[config.mk]
export PLATFORM = sky130hd
export DESIGN_NAME = tsg_top
export DESIGN_NICKNAME = d
export VERILOG_FILES = /design/src/rtl/tsg_pkg.sv /design/src/rtl/tsg_regs.sv /design/src/rtl/tsg_accum.sv /design/src/rtl/tsg_lfsr.sv /design/src/rtl/tsg_top.sv
export SDC_FILE = /design/constraint.sdc
export NUM_CORES = 1
export LEC_CHECK = 0
export BUFFER_PORTS_ARGS = -buffer_cell sky130_fd_sc_hd__clkbuf_2
export CAP_MARGIN = 10
export CORE_ASPECT_RATIO = 1.2
export CORE_MARGIN = 1.5
export CORE_UTILIZATION = 28
export CTS_BUF_LIST = sky130_fd_sc_hd__clkbuf_4 sky130_fd_sc_hd__clkbuf_8
export DETAILED_ROUTE_END_ITERATION = 10
export SYNTH_ARGS = -nofsm -noshare
export SYNTH_HDL_FRONTEND = slang
export SYNTH_SLANG_ARGS = --single-unit
[constraint.sdc]
create_clock -name clk_i -period 2.7 [get_ports clk_i]
set_input_delay 0.135 -clock clk_i [delete_from_list [all_inputs] [get_ports clk_i]]
set_output_delay 0.135 -clock clk_i [all_outputs]
set_load 0.1 [all_outputs]
[src/rtl/tsg_pkg.sv]
package tsg_pkg;
  typedef enum logic [1:0] {
    MODE_OFF  = 2'b00,
    MODE_RAMP = 2'b01,
    MODE_PRBS = 2'b10,
    MODE_EXT  = 2'b11
  } tsg_mode_e;

  localparam logic [1:0] ADDR_MODE = 2'd0;
  localparam logic [1:0] ADDR_BASE = 2'd1;
  localparam logic [1:0] ADDR_INC  = 2'd2;
  localparam logic [1:0] ADDR_IRQ  = 2'd3;
endpackage

[src/rtl/tsg_regs.sv]
module tsg_regs
  import tsg_pkg::*;
#(
  parameter int REG_W = 16
) (
  input  logic             clk_i,
  input  logic             rst_ni,
  input  logic             wr_en_i,
  input  logic [1:0]       wr_addr_i,
  input  logic [REG_W-1:0] wr_data_i,
  input  logic             result_i,
  output tsg_mode_e        mode_o,
  output logic [REG_W-1:0] inc_o,
  output logic             load_o,
  output logic [REG_W-1:0] load_val_o,
  output logic             flag_o,
  output logic             irq_o
);
  tsg_mode_e        mode_q;
  logic [REG_W-1:0] base_q, inc_q;
  logic             mask_q, flag_q;
  logic             wr_mode, wr_base, wr_inc, wr_irq, clr, set;

  assign wr_mode = wr_en_i && wr_addr_i == ADDR_MODE;
  assign wr_base = wr_en_i && wr_addr_i == ADDR_BASE;
  assign wr_inc  = wr_en_i && wr_addr_i == ADDR_INC;
  assign wr_irq  = wr_en_i && wr_addr_i == ADDR_IRQ;
  assign clr     = wr_irq && wr_data_i[0];
  assign set     = result_i && mode_q != MODE_OFF;

  // reload on base write or on entry into ramp mode
  assign load_o     = wr_base || (wr_mode && wr_data_i[1:0] == MODE_RAMP && mode_q != MODE_RAMP);
  assign load_val_o = wr_base ? wr_data_i : base_q;

  always_ff @(posedge clk_i or negedge rst_ni) begin
    if (!rst_ni) begin
      mode_q <= MODE_OFF;
      base_q <= '0;
      inc_q  <= '0;
      mask_q <= 1'b0;
      flag_q <= 1'b0;
    end else begin
      if (wr_mode) mode_q <= tsg_mode_e'(wr_data_i[1:0]);
      if (wr_base) base_q <= wr_data_i;
      if (wr_inc)  inc_q  <= wr_data_i;
      if (wr_irq)  mask_q <= wr_data_i[1];
      if (set)      flag_q <= 1'b1;
      else if (clr) flag_q <= 1'b0;
    end
  end

  assign mode_o = mode_q;
  assign inc_o  = inc_q;
  assign flag_o = flag_q;
  assign irq_o  = flag_q && mask_q;

  a_r9_sticky: assert property (@(posedge clk_i) disable iff (!rst_ni)
    (flag_o && !clr) |=> flag_o);
  a_r9_off_no_set: assert property (@(posedge clk_i) disable iff (!rst_ni)
    (!flag_o && mode_o == MODE_OFF) |=> !flag_o);
  a_r10_irq_needs_flag: assert property (@(posedge clk_i) disable iff (!rst_ni)
    irq_o |-> flag_o);
endmodule

[src/rtl/tsg_accum.sv]
module tsg_accum #(
  parameter int ACC_W = 18,
  parameter int REG_W = 16
) (
  input  logic             clk_i,
  input  logic             rst_ni,
  input  logic             load_i,
  input  logic [REG_W-1:0] load_val_i,
  input  logic             step_i,
  input  logic [REG_W-1:0] inc_i,
  output logic [ACC_W-1:0] acc_o
);
  localparam int EXT_W = ACC_W - REG_W;

  logic [ACC_W-1:0] acc_q, load_ext, inc_ext;

  assign load_ext = {{EXT_W{load_val_i[REG_W-1]}}, load_val_i};
  assign inc_ext  = {{EXT_W{inc_i[REG_W-1]}}, inc_i};

  always_ff @(posedge clk_i or negedge rst_ni) begin
    if (!rst_ni)     acc_q <= '0;
    else if (load_i) acc_q <= load_ext;
    else if (step_i) acc_q <= acc_q + inc_ext; // wraps mod 2^ACC_W
  end

  assign acc_o = acc_q;

  a_r3_sign_ext: assert property (@(posedge clk_i) disable iff (!rst_ni)
    load_i |=> (&acc_q[ACC_W-1:REG_W-1] || ~|acc_q[ACC_W-1:REG_W-1]));
  a_r4_step: assert property (@(posedge clk_i) disable iff (!rst_ni)
    (step_i && !load_i) |=> acc_q == $past(acc_q) + $past(inc_ext));
  a_r4_hold: assert property (@(posedge clk_i) disable iff (!rst_ni)
    (!step_i && !load_i) |=> $stable(acc_q));
endmodule

[src/rtl/tsg_lfsr.sv]
module tsg_lfsr #(
  parameter int W   = 18,
  parameter int TAP = 11
) (
  input  logic         clk_i,
  input  logic         rst_ni,
  input  logic         step_i,
  output logic [W-1:0] state_o
);
  localparam logic [W-1:0] SEED = W'(1);

  logic [W-1:0] s_q;
  logic         fb;

  assign fb = s_q[W-1] ^ s_q[TAP-1];

  always_ff @(posedge clk_i or negedge rst_ni) begin
    if (!rst_ni)     s_q <= SEED;
    else if (step_i) s_q <= {s_q[W-2:0], fb};
  end

  assign state_o = s_q;

  a_r7_nonzero: assert property (@(posedge clk_i) disable iff (!rst_ni)
    s_q != '0);
  a_r7_hold: assert property (@(posedge clk_i) disable iff (!rst_ni)
    !step_i |=> $stable(s_q));
endmodule

[src/rtl/tsg_top.sv]
module tsg_top
  import tsg_pkg::*;
#(
  parameter int ACC_W = 18,
  parameter int REG_W = 16,
  parameter int TAP   = 11
) (
  input  logic             clk_i,
  input  logic             rst_ni,
  input  logic             wr_en_i,
  input  logic [1:0]       wr_addr_i,
  input  logic [REG_W-1:0] wr_data_i,
  input  logic             result_i,
  input  logic [ACC_W-1:0] ext_i_i,
  input  logic [ACC_W-1:0] ext_q_i,
  output logic [ACC_W-1:0] sig_i_o,
  output logic [ACC_W-1:0] sig_q_o,
  output logic             flag_o,
  output logic             irq_o
);
  tsg_mode_e        mode;
  logic [REG_W-1:0] inc, load_val;
  logic             load;
  logic [ACC_W-1:0] acc, acc_rev, prbs, prbs_rev;

  tsg_regs #(.REG_W(REG_W)) u_regs (
    .clk_i, .rst_ni, .wr_en_i, .wr_addr_i, .wr_data_i, .result_i,
    .mode_o(mode), .inc_o(inc), .load_o(load), .load_val_o(load_val),
    .flag_o, .irq_o
  );

  tsg_accum #(.ACC_W(ACC_W), .REG_W(REG_W)) u_accum (
    .clk_i, .rst_ni, .load_i(load), .load_val_i(load_val),
    .step_i(mode == MODE_RAMP), .inc_i(inc), .acc_o(acc)
  );

  tsg_lfsr #(.W(ACC_W), .TAP(TAP)) u_lfsr (
    .clk_i, .rst_ni, .step_i(mode == MODE_PRBS), .state_o(prbs)
  );

  for (genvar k = 0; k < ACC_W; k++) begin : g_rev
    assign acc_rev[k]  = acc[ACC_W-1-k];
    assign prbs_rev[k] = prbs[ACC_W-1-k];
  end

  always_comb begin
    unique case (mode)
      MODE_RAMP: begin sig_i_o = acc;     sig_q_o = acc_rev;  end
      MODE_PRBS: begin sig_i_o = prbs;    sig_q_o = prbs_rev; end
      MODE_EXT:  begin sig_i_o = ext_i_i; sig_q_o = ext_q_i;  end
      default:   begin sig_i_o = '0;      sig_q_o = '0;       end
    endcase
  end

  a_r2_off_zero: assert property (@(posedge clk_i) disable iff (!rst_ni)
    mode == MODE_OFF |-> (sig_i_o == '0 && sig_q_o == '0));
  a_r8_ext_pass: assert property (@(posedge clk_i) disable iff (!rst_ni)
    mode == MODE_EXT |-> (sig_i_o == ext_i_i && sig_q_o == ext_q_i));

  for (genvar k = 0; k < ACC_W; k++) begin : g_chk_rev
    a_r6_mirror: assert property (@(posedge clk_i) disable iff (!rst_ni)
      (mode == MODE_RAMP || mode == MODE_PRBS) |-> sig_q_o[k] == sig_i_o[ACC_W-1-k]);
  end
endmodule

==> summary.md, run 1 <==
| Metric | Value |
|---|---|
| Sw power | `3727 µW` |
| Core area | `0.01558 mm²` |
| Vias in the first global route | `4015` |
| Sw frac | `48.82%` |
| CTS tree | `yes` |
| Commonest cells after routing, fill and taps aside | `nand2_1, dfrtp_1, clkbuf_2` |
| First-pass GRT wire length | `19960 µm` |
| CP startpoint kind | `register` |
| Die area | `0.01668 mm²` |
| Mapped Cells | `472` |
| Fin cells | `779` |
| Worst Tran Pin Value | `0.7622 ns` |
| Routed WL per cell | `15.36 µm` |
| RR Startpoint | `u_accum.acc_o[0]$_DFFE_PN0P_` |
| Period utilization | `93.86%` |
| Chip width | `118.1 µm` |
| Slew headroom | `49.19%` |
| Cell Int Power | `3906 µW` |
| Post-synth ARST share | `100.0%` |
| Layout cell share with drive strength beyond 1 | `31.87%` |
| Clock Pin Slew Worst Setup and Hold Paths | `0.08 ns` |
| Total GRT Usage | `14.79%` |
| Routed vias | `3838` |
| FILL cells | `1520` |
| Period minus WS final | `2.534 ns` |
| DRT antenna net count | `0` |
| Final Hold Vio Count | `0` |
| Largest net degree at the start of global routing | `59` |
| Die height | `141.2 µm` |
| Largest family of logic cells by synthesized area | `compound AO/OA/AOI/OAI gates` |
| Worst Path Required | `2.95 ns` |
| Final Util | `38.45%` |
| Synth Area in Simple Gates | `16.49%` |
| Inst Count DP | `762` |
| Avg Cell Area, Syn | `9.437 µm²` |
| Num CTS Buffers | `9` |
| Data arrival, critical path | `2.78 ns` |
| Static Leak | `0.002796 µW` |
| Longest Clk Path Bufs | `2` |
| Initial DRC Count | `180` |
| # port buffers | `95` |
| Final worst slack | `0.1657 ns` |
| Clk_lat worst skew | `0.36 ns` |
| Most common cell after layout, fill and taps aside | `nand2_1` |
| Flop pwr share | `23.0%` |
| Main synth FF type | `dfrtp_1` |
| Initial antenna violation count | `0` |
| Clk pwr share | `12.5%` |
| Hpwl dp | `8805 µm` |
| DP Worst Slack | `0.09915 ns` |
| Post-Syn Area | `0.004454 mm²` |
| Number of synthesized flops with an enable pin | `0` |
| Critical path class | `register to register` |
| Remaining DRCs | `0` |
| Class of the worst hold path | `primary input to register` |
| Slew Viols, Final | `0` |
| Worst hold stages | `3` |
| Total Negative Setup Slacks | `0 ns` |
| # nets final | `642` |
| Fmax achieved | `394.6 MHz` |
| Power density over cell area | `1274 mW/mm²` |
| H-tree depth | `3` |
| Initial Utilization | `28.59%` |
| Layout area overhead | `34.47%` |
| RD Place Congestion | `0.9278` |
| Total power | `7633 µW` |
| Synth warn | `0` |
| MaxCap Viol Count | `0` |
| Vias per cell | `4.927` |
| Std cell rows | `50` |
| CTS sink cnt | `72` |
| Synth Area in Compound Gates | `19.02%` |
| CP endpoint kind | `register` |
| Post-Synth Adder-Cell Area | `5.225%` |
| Post-Synth XOR/XNOR Area | `2.556%` |
| Final WL | `11960 µm` |
| N_diodes | `0` |
| Synthesized Nets | `548` |
| Mux share of post-synthesis cell area | `13.57%` |
| Crit-path max FO | `3` |
| Total gr overflow | `0` |
| Seq cells post-synth | `72` |
| Critical path origin | `u_accum.acc_o[0]$_DFFE_PN0P_` |
| Hold path start | `result_i` |
| Pre-Repair DR Iteration Count | `4` |
| Peak supply drop | `0.0003001 V` |
| Setup Viol. Count Final | `0` |
| Status | `complete, no violations` |
| Io pins | `96` |
| Clock skew | `0.008319 ns` |
| Sequential-to-total area share from yosys stat | `40.48%` |
| Clk root buf | `clkbuf_8` |
| Combinational fraction of design power | `64.5%` |
| Worst R2R Path Depth | `8` |
| Distinct cells, synth | `48` |
-- flip-flops by register name (all words and copies together) (netlist names) --
| register | count |
|---|---|
| u_regs.base_q | 16 |
| u_lfsr.state_o | 18 |
| u_regs.flag_o | 1 |
| u_regs.mode_o | 2 |
| u_regs.mask_q | 1 |
| u_regs.inc_o | 16 |
| u_accum.acc_o | 18 |
-- logic make-up (layout without fill, tap and decap cells) --
logic type / Yosys count / in the layout
and+or+nand+nor: 165 / 165
AOI/OAI and AO/OA: 120 / 120
DFF: 72 / 72
muxes: 54 / 54
buffers and inverters: 30 / 129
adders and majority gates: 18 / 18
xor gates and xnor gates: 13 / 13
-- power groups by stage --
stage	clock [µW]	sequential [µW]	combinational (µW)
floorplan	0	1670	3460
detailed placement	0	1780	4890
global route	1010	1810	5250
finish	956	1750	4920
CTS	969	1750	4910
global placement	0	1750	4850
-- per-stage QoR --
stage                     area [µm²]  hold slack [ns]
after floorplan                 4454          -0.1606
after global placement          5753           0.2328
after detailed placement        5753           0.2378
after CTS                       5983          0.01108
after global routing            5989          0.02160
final                           5989          0.02322
-- critical path, cell delays in order (launching register included) --
cell and delay (ns):
dfrtp_1 0.41, ha_1 0.23, fa_1 0.44, a211oi_2 0.30, o41ai_2 0.17, a211oi_2 0.27
a31oi_1 0.13, xor2_1 0.16, a221o_1 0.31
-- synthesized netlist by cell type (3+ instances only) --
master | n | share of area [%]
nand2_1 | 104 | 8.8
dfrtp_1 | 71 | 40
mux2_2 | 51 | 13
a22o_1 | 36 | 7.1
a21oi_1 | 30 | 3.4
nand2b_1 | 20 | 2.8
clkbuf_1 | 18 | 1.5
ha_1 | 17 | 4.8
o21ai_0 | 17 | 1.9
nor2_1 | 14 | 1.2
xnor2_1 | 11 | 2.2
a31oi_1 | 7 | 0.98
buf_2 | 5 | 0.56
inv_1 | 5 | 0.42
a21o_1 | 4 | 0.67
and2_1 | 4 | 0.56
nand3_1 | 4 | 0.45
nand3b_1 | 4 | 0.67
nor2b_1 | 4 | 0.56
nor3_1 | 4 | 0.45
mux2i_1 | 3 | 0.67
o211ai_1 | 3 | 0.51
-- repair_timing --
| item | in CTS | in global routing |
|---|---|---|
| endpoints found under the hold margin | 28 | 0 |
| buffers inserted | 0 | 0 |
| resized for setup | 0 | 2 |
| endpoints found under the setup margin | 0 | 1 |
| hold buffers | 1 | 0 |
-- final cells by class --
cell class              count  area, µm²  area share (%)
clock buffers              10      137.6           2.298
clock inverters             6      82.58           1.379
inverters                   5      18.77          0.3133
multi-input cells         370       2546           42.51
flip-flops and latches     72       1803           30.10
well taps                 208      260.3           4.345
repair buffers            108       1141           19.05
-- layer usage --
metal	routed length, µm	part of all wire (%)	global-route usage, %
met2	5770	48	24.85
met1	5458	46	18.81
met5	0	0	0
met4	153	1.3	3.915
met3	580	4.8	3.924
-- final timing paths --
check                                                end  slack, ns
min in group asynchronous  u_lfsr.state_o[6]$_DFFE_PN0N_       0.40
max in group asynchronous    u_regs.inc_o[9]$_DFFE_PN0P_       1.61
max                        u_accum.acc_o[16]$_DFFE_PN0P_       0.17
min                            u_regs.flag_o$_DFFE_PN0P_       0.02
min reg2reg                    u_regs.mask_q$_DFFE_PN0P_       0.50
max reg2reg                u_accum.acc_o[16]$_DFFE_PN0P_       0.17
Power figures use the tool's default switching activity.
==> run 2: changes to the inputs <==
Settings changed: RECOVER_POWER set to 25.
==> summary.md, run 2 (synthesized netlist as in run 1, its figures left out) <==
| Metric | Value |
|---|---|
| Io pins | `96 (unchanged)` |
| Commonest cells after routing, fill and taps aside | `nand2_1, dfrtp_1, clkbuf_2` |
| Longest Clk Path Bufs | `2 (unchanged)` |
| Fin cells | `779 (unchanged)` |
| Class of the worst hold path | `primary input to register` |
| Sw frac | `48.82% (about the same)` |
| Failing checks | `max-capacitance violations, max-slew violations` |
| Worst hold stages | `3 (unchanged)` |
| Pre-Repair DR Iteration Count | `5 (+1)` |
| Flop pwr share | `23.0% (about the same)` |
| # port buffers | `95 (unchanged)` |
| MaxCap Viol Count | `1 (+1)` |
| # nets final | `642 (unchanged)` |
| Routed vias | `3839 (+0.026%)` |
| Layout area overhead | `34.33%` |
| CTS tree | `yes` |
| Most common cell after layout, fill and taps aside | `nand2_1` |
| Storage cell area | `0.001803 mm² (unchanged)` |
| Initial antenna violation count | `0 (unchanged)` |
| Cell Int Power | `3906 µW (about the same)` |
| Critical path's top delay family | `compound AO/OA/AOI/OAI gates` |
| CTS sink cnt | `72 (unchanged)` |
| Combinational fraction of design power | `64.5% (about the same)` |
| Most frequent CP cell | `a211oi_2` |
| Initial DRC Count | `186 (+3.3%)` |
| Vias per cell | `4.928 (about the same)` |
| Max incr delay on CP | `0.44 ns (about the same)` |
| Die height | `141.2 µm (unchanged)` |
| CP max stage cell | `fa_1` |
| Core area | `0.01558 mm² (unchanged)` |
| RD Place Congestion | `0.9278 (unchanged)` |
| Die area | `0.01668 mm² (unchanged)` |
| Slew Viols, Final | `30 (+30)` |
| Total gr overflow | `0 (unchanged)` |
| Period minus WS final | `2.533 ns (-0.001385 ns)` |
| Crit path buf inv count | `0 (unchanged)` |
| CP Depth | `8 (unchanged)` |
| FILL cells | `1524 (+0.26%)` |
| Setup Viol. Count Final | `0 (unchanged)` |
| Remaining DRCs | `0 (unchanged)` |
| Worst Tran Pin Value | `1.819 ns (+1.057 ns)` |
| Inst Count DP | `762 (unchanged)` |
| Hold Slack | `0.02401 ns (+0.0007879 ns)` |
| Total GRT Usage | `14.79% (unchanged)` |
| Clock Pin Slew Worst Setup and Hold Paths | `0.08 ns (about the same)` |
| Critical path, cell by cell | `ha_1 > fa_1 > a211oi_2 > o41ai_2 > a211oi_2 > a31oi_1 > xor2_1 > a221o_1` |
| Routed WL per cell | `15.35 µm (about the same)` |
| Initial Utilization | `28.59% (unchanged)` |
| Chip width | `118.1 µm (unchanged)` |
| N_diodes | `0 (unchanged)` |
| Fmax achieved | `394.8 MHz (about the same)` |
| Status | `complete, but fails checks` |
| Vias in the first global route | `4015 (unchanged)` |
| Data arrival, critical path | `2.78 ns (about the same)` |
| Crit-path max FO | `3 (unchanged)` |
| Clk_lat worst skew | `0.36 ns (about the same)` |
| Total power | `7632 µW (about the same)` |
| Multi-input gate area | `0.002546 mm² (unchanged)` |
| Slew headroom | `-21.30% (-70 points)` |
| Layout cell share with drive strength beyond 1 | `31.35% (-0.53 points)` |
| Power density over cell area | `1275 mW/mm² (about the same)` |
| Num CTS Buffers | `9 (unchanged)` |
| Period utilization | `93.81% (about the same)` |
| Hpwl dp | `8805 µm (unchanged)` |
| DRT antenna net count | `0 (unchanged)` |
| Critical path class | `register to register` |
| Clock skew | `0.007752 ns (-0.0005673 ns)` |
| CP endpoint kind | `register` |
| Sw power | `3726 µW (about the same)` |
| Worst R2R Path Depth | `8 (unchanged)` |
| CP startpoint kind | `register` |
| Std cell rows | `50 (unchanged)` |
| First-pass GRT wire length | `19960 µm (unchanged)` |
| H-tree depth | `3 (unchanged)` |
| Worst Path Required | `2.95 ns (about the same)` |
| Clk pwr share | `12.5% (about the same)` |
| Peak supply drop | `0.0003001 V (unchanged)` |
| Largest net degree at the start of global routing | `59 (unchanged)` |
| Final Hold Vio Count | `0 (unchanged)` |
| Clk root buf | `clkbuf_8` |
| Static Leak | `0.002787 µW (-0.32%)` |
| Final WL | `11960 µm (about the same)` |
==> run 2: cell count changes in the layout (fill, tap and decap cells not counted), sizes merged <==
cell    before  now
clkbuf      68   70
buf         49   47
==> run 2: stage by stage <==
stage	util, %	TNS [ns]	setup slack (ns)	cell area (µm²)
6_report	38.41	0	0.1671	5983
5_1_grt	38.41	-0.007497	-0.007497	5983
4_1_cts	38.41	0	0.09001	5983
3_5_place_dp	36.93	0	0.09915	5753
3_3_place_gp	36.93	0	0.1715	5753
2_1_floorplan	-	0	0.2910	4454
==> run 2: routing by layer <==
layer / vias to the layer above / wire length (µm) / GRT usage, %
met3: 12 / 582 / 3.924
met2: 90 / 5762 / 24.85
met5: - / 0 / 0
met4: 0 / 153 / 3.915
met1: 1868 / 5456 / 18.81
li1: 1869 / - / -
==> run 2: area by class of cell <==
| cell class | instances | share of cell area [%] |
|---|---|---|
| sequential | 72 | 30.13 |
| timing repair buffer | 108 | 18.97 |
| clock buffer | 10 | 2.300 |
| tap | 208 | 4.350 |
| inverter | 5 | 0.3137 |
| multi-input combinational | 370 | 42.56 |
| clock inverter | 6 | 1.380 |
==> run 2: worst paths after layout <==
kind                       slack [ns]                         start                            end
max                              0.17  u_accum.acc_o[0]$_DFFE_PN0P_  u_accum.acc_o[16]$_DFFE_PN0P_
min                              0.02                      result_i      u_regs.flag_o$_DFFE_PN0P_
max reg2reg                      0.17  u_accum.acc_o[0]$_DFFE_PN0P_  u_accum.acc_o[16]$_DFFE_PN0P_
min reg2reg                      0.50     u_regs.mask_q$_DFFE_PN0P_      u_regs.mask_q$_DFFE_PN0P_
max in group asynchronous        0.83                        rst_ni  u_accum.acc_o[14]$_DFFE_PN0P_
min in group asynchronous        0.81                        rst_ni  u_lfsr.state_o[6]$_DFFE_PN0N_
==> run 2: worst min-delay path: stages <==
cell and delay (ns):
clkbuf_2 0.08, o21ai_0 0.07, nand2_1 0.05
==> run 2: power groups by stage <==
| stage | registers (µW) | logic, µW | clock network (µW) |
|---|---|---|---|
| final | 1750 | 4920 | 955 |
| after global routing | 1810 | 5250 | 1010 |
| after CTS | 1750 | 4910 | 969 |
| after detailed placement | 1780 | 4890 | 0 |
| after global placement | 1750 | 4850 | 0 |
| after floorplan | 1670 | 3460 | 0 |
==> run 2: repair_timing <==
| action | in CTS | in global routing |
|---|---|---|
| buffers inserted | 0 | 0 |
| endpoints found under the setup margin | 0 | 1 |
| hold buffers | 1 | 0 |
| endpoints found under the hold margin | 28 | 0 |
| gates resized for setup | 0 | 2 |
==> run 3: changes to the inputs <==
Settings changed: ABC_AREA set to 1, CORE_UTILIZATION 28 to 43, PLACE_DENSITY set to 0.65.
==> summary.md, run 3 <==
| Metric | Value |
|---|---|
| CTS tree | `yes` |
| Number of synthesized flops with an enable pin | `0 (unchanged)` |
| Post-Synth Adder-Cell Area | `5.201% (-0.023 points)` |
| Main synth FF type | `dfrtp_1` |
| FILL cells | `941 (-38%)` |
| Worst Path Required | `2.94 ns (about the same)` |
| Synthesized Nets | `690 (+26%)` |
| Routed WL per cell | `13.02 µm (-15%)` |
| Io pins | `96 (unchanged)` |
| Power density over cell area | `876.4 mW/mm² (-31%)` |
| Final worst slack | `0.3742 ns (+0.2071 ns)` |
| Failing checks | `max-capacitance violations, max-slew violations` |
| DR WL met2 | `5146 µm (-11%)` |
| Most common cell after layout, fill and taps aside | `nand2_1` |
| H-tree depth | `3 (unchanged)` |
| Period utilization | `86.14% (-7.7 points)` |
| Worst hold stages | `3 (unchanged)` |
| Sequential-to-total area share from yosys stat | `40.30% (-0.18 points)` |
| Seq cells post-synth | `72 (unchanged)` |
| Multi-input gate area | `0.002218 mm² (-13%)` |
| Final Hold Vio Count | `0 (unchanged)` |
| DR WL met3 | `683 µm (+17%)` |
| Total GRT Usage | `21.22% (+6.4 points)` |
| Post-Syn Area | `0.004474 mm² (+0.45%)` |
| Clk_lat worst skew | `0.35 ns (about the same)` |
| Worst flop-to-flop path endpoint | `u_accum.acc_o[10]$_DFFE_PN0P_` |
| Remaining DRCs | `0 (unchanged)` |
| RD Place Congestion | `0.9011 (-2.9%)` |
| Fmax achieved | `430.0 MHz (+8.9%)` |
| DP Worst Slack | `0.7852 ns (+0.6861 ns)` |
| Hold path start | `result_i` |
| Crit-path max FO | `28 (+25)` |
| Worst Tran Pin Value | `1.663 ns (-0.1565 ns)` |
| Period minus WS final | `2.326 ns (-0.2071 ns)` |
| Clock Pin Slew Worst Setup and Hold Paths | `0.07 ns (about the same)` |
| Vias in the first global route | `3981 (-0.85%)` |
| Synth Area in Simple Gates | `31.60% (+15 points)` |
| Distinct cells, synth | `43 (-10%)` |
| Die area | `0.01103 mm² (-34%)` |
| Synth warn | `0 (unchanged)` |
| Core area | `0.01006 mm² (-35%)` |
| Longest Clk Path Bufs | `2 (unchanged)` |
| Slew Viols, Final | `29 (-3.3%)` |
| Post-CTS setup buffer count | `0 (unchanged)` |
| Num CTS Buffers | `9 (unchanged)` |
| Layout area overhead | `28.13%` |
| Worst R2R Path Depth | `9 (+1)` |
| Chip width | `96.12 µm (-19%)` |
| Pre-Repair DR Iteration Count | `4 (-1)` |
| Setup slack, reg-to-reg | `0.78 ns (+0.61 ns)` |
| Initial DRC Count | `196 (+5.4%)` |
| Synth Area in Compound Gates | `12.67% (-6.3 points)` |
| Post-synth top area share | `39.71% (-0.18 points)` |
| Total Negative Setup Slacks | `0 ns (unchanged)` |
| Initial Utilization | `44.48% (+16 points)` |
| CTS sink cnt | `72 (unchanged)` |
| N_diodes | `0 (unchanged)` |
| Cell taking the most area after synthesis | `dfrtp_1` |
| Clock skew | `0.008313 ns (+0.0005616 ns)` |
| Count leader, synth | `nand2_1` |
| Met1 wire length | `4930 µm (-9.6%)` |
| Avg Cell Area, Syn | `7.287 µm² (-23%)` |
| Data arrival, critical path | `2.56 ns (-0.22 ns)` |
| Die height | `114.7 µm (-19%)` |
| Vias per cell | `4.962 (+0.68%)` |
| Hold Slack | `0.01449 ns (-0.009518 ns)` |
| Hpwl dp | `8366 µm (-5.0%)` |
| DRT antenna net count | `0 (unchanged)` |
| CP endpoint kind | `register` |
| Class of the worst hold path | `primary input to register` |
| Most common library cells after synthesis | `nand2_1, dfrtp_1, inv_1` |
| Largest net degree at the start of global routing | `39 (-34%)` |
| # nets final | `784 (+22%)` |
| Total gr overflow | `0 (unchanged)` |
| # port buffers | `95 (unchanged)` |
| Mux share of post-synthesis cell area | `0% (-14 points)` |
| Ranking of synthesized cells by area | `dfrtp_1, nand2_1, nand3_1, inv_1, ha_1` |
| Std cell rows | `40 (-20%)` |
| RR Startpoint | `u_accum.acc_o[0]$_DFFE_PN0P_` |
| Hold Path Sink | `u_regs.flag_o$_DFFE_PN0P_` |
| Critical path origin | `wr_addr_i[0]` |
| Storage cell area | `0.001803 mm² (unchanged)` |
| Setup Viol. Count Final | `0 (unchanged)` |
| Total power | `5024 µW (-34%)` |
| Highest metal used | `met4` |
| Layout cell share with drive strength beyond 1 | `19.78% (-12 points)` |
| Static Leak | `0.003197 µW (+15%)` |
| Slew headroom | `-10.86% (+10 points)` |
| Critical path class | `primary input to register` |
| MaxCap Viol Count | `1 (unchanged)` |
| Post-Synth XOR/XNOR Area | `0.7830% (-1.8 points)` |
| Post-synth ARST share | `100.0% (unchanged)` |
| First-pass GRT wire length | `18110 µm (-9.3%)` |
| Mapped Cells | `614 (+30%)` |
| Final WL | `10920 µm (-8.6%)` |
| RSZ-0062 raised after global routing | `no` |
| Largest family of logic cells by synthesized area | `simple AND/OR/NAND/NOR gates` |
| CP startpoint kind | `primary input` |
| Peak supply drop | `0.0004317 V (+44%)` |
| Clk root buf | `clkbuf_8` |
| Routed vias | `4163 (+8.4%)` |
| Commonest cells after routing, fill and taps aside | `nand2_1, dfrtp_1, inv_1` |
| Initial antenna violation count | `0 (unchanged)` |
| Status | `complete, but fails checks` |
-- run 3: critical path: stages --
cell and delay (ns):
clkbuf_2 0.10, inv_1 0.11, nor3_4 0.07, inv_2 0.07, clkbuf_1 1.20, o21ai_0 0.43, nand2_1 0.16, o21ai_1 0.07
or2_1 0.22
-- run 3: metrics by stage --
stage	utilization (%)	instance area (µm²)	std cells
after global placement	55.45	5578	822
after detailed placement	55.45	5578	822
after global routing	56.99	5733	839
final	56.99	5733	839
after floorplan	-	4474	614
after CTS	57.34	5768	839
-- run 3: cells by family after synthesis --
logic type | after synthesis
simple gates | 328
buf+inv | 97
compound gates | 95
flops | 72
fa+ha+maj | 18
xor+xnor | 4
-- run 3: report_power, final --
group | internal [µW] | leakage [µW] | switching, µW
Clock | 410 | 0.0000988 | 374
Sequential | 1300 | 0.000912 | 158
Combinational | 946 | 0.00219 | 1840
Total | 2650 | 0.00320 | 2370
-- run 3: worst max path at each step --
| stage | end | slack (ns) | cells after the start |
|---|---|---|---|
| 4_1_cts | sig_q_o[12] | 0.45 | 9 |
| 3_3_place_gp | u_accum.acc_o[12]$_DFFE_PN0P_ | 0.79 | 10 |
| 5_1_grt | sig_i_o[10] | 0.29 | 9 |
| 3_5_place_dp | u_accum.acc_o[10]$_DFFE_PN0P_ | 0.79 | 9 |
| 6_report | u_accum.acc_o[9]$_DFFE_PN0P_ | 0.37 | 9 |
| 2_1_floorplan | sig_i_o[10] | 0.82 | 9 |
-- run 3: what timing repair did --
action	CTS	global route
hold buffers	1	0
resized for setup	0	0
hold endpoints to repair	16	0
-- run 3: metal layers --
metal,up-vias,GRT usage [%]
met5,-,0
met4,0,9.020
met3,10,3.175
met2,108,36.48
met1,1901,26.21
li1,2144,-
-- run 3: cell type report --
type / count / area share, %
Clock buffer: 15 / 3.055
Clock inverter: 1 / 0.08730
Inverter: 76 / 5.107
Multi-Input combinational cell: 445 / 38.69
Sequential cell: 72 / 31.45
Tap cell: 126 / 2.750
Timing Repair Buffer: 104 / 18.86
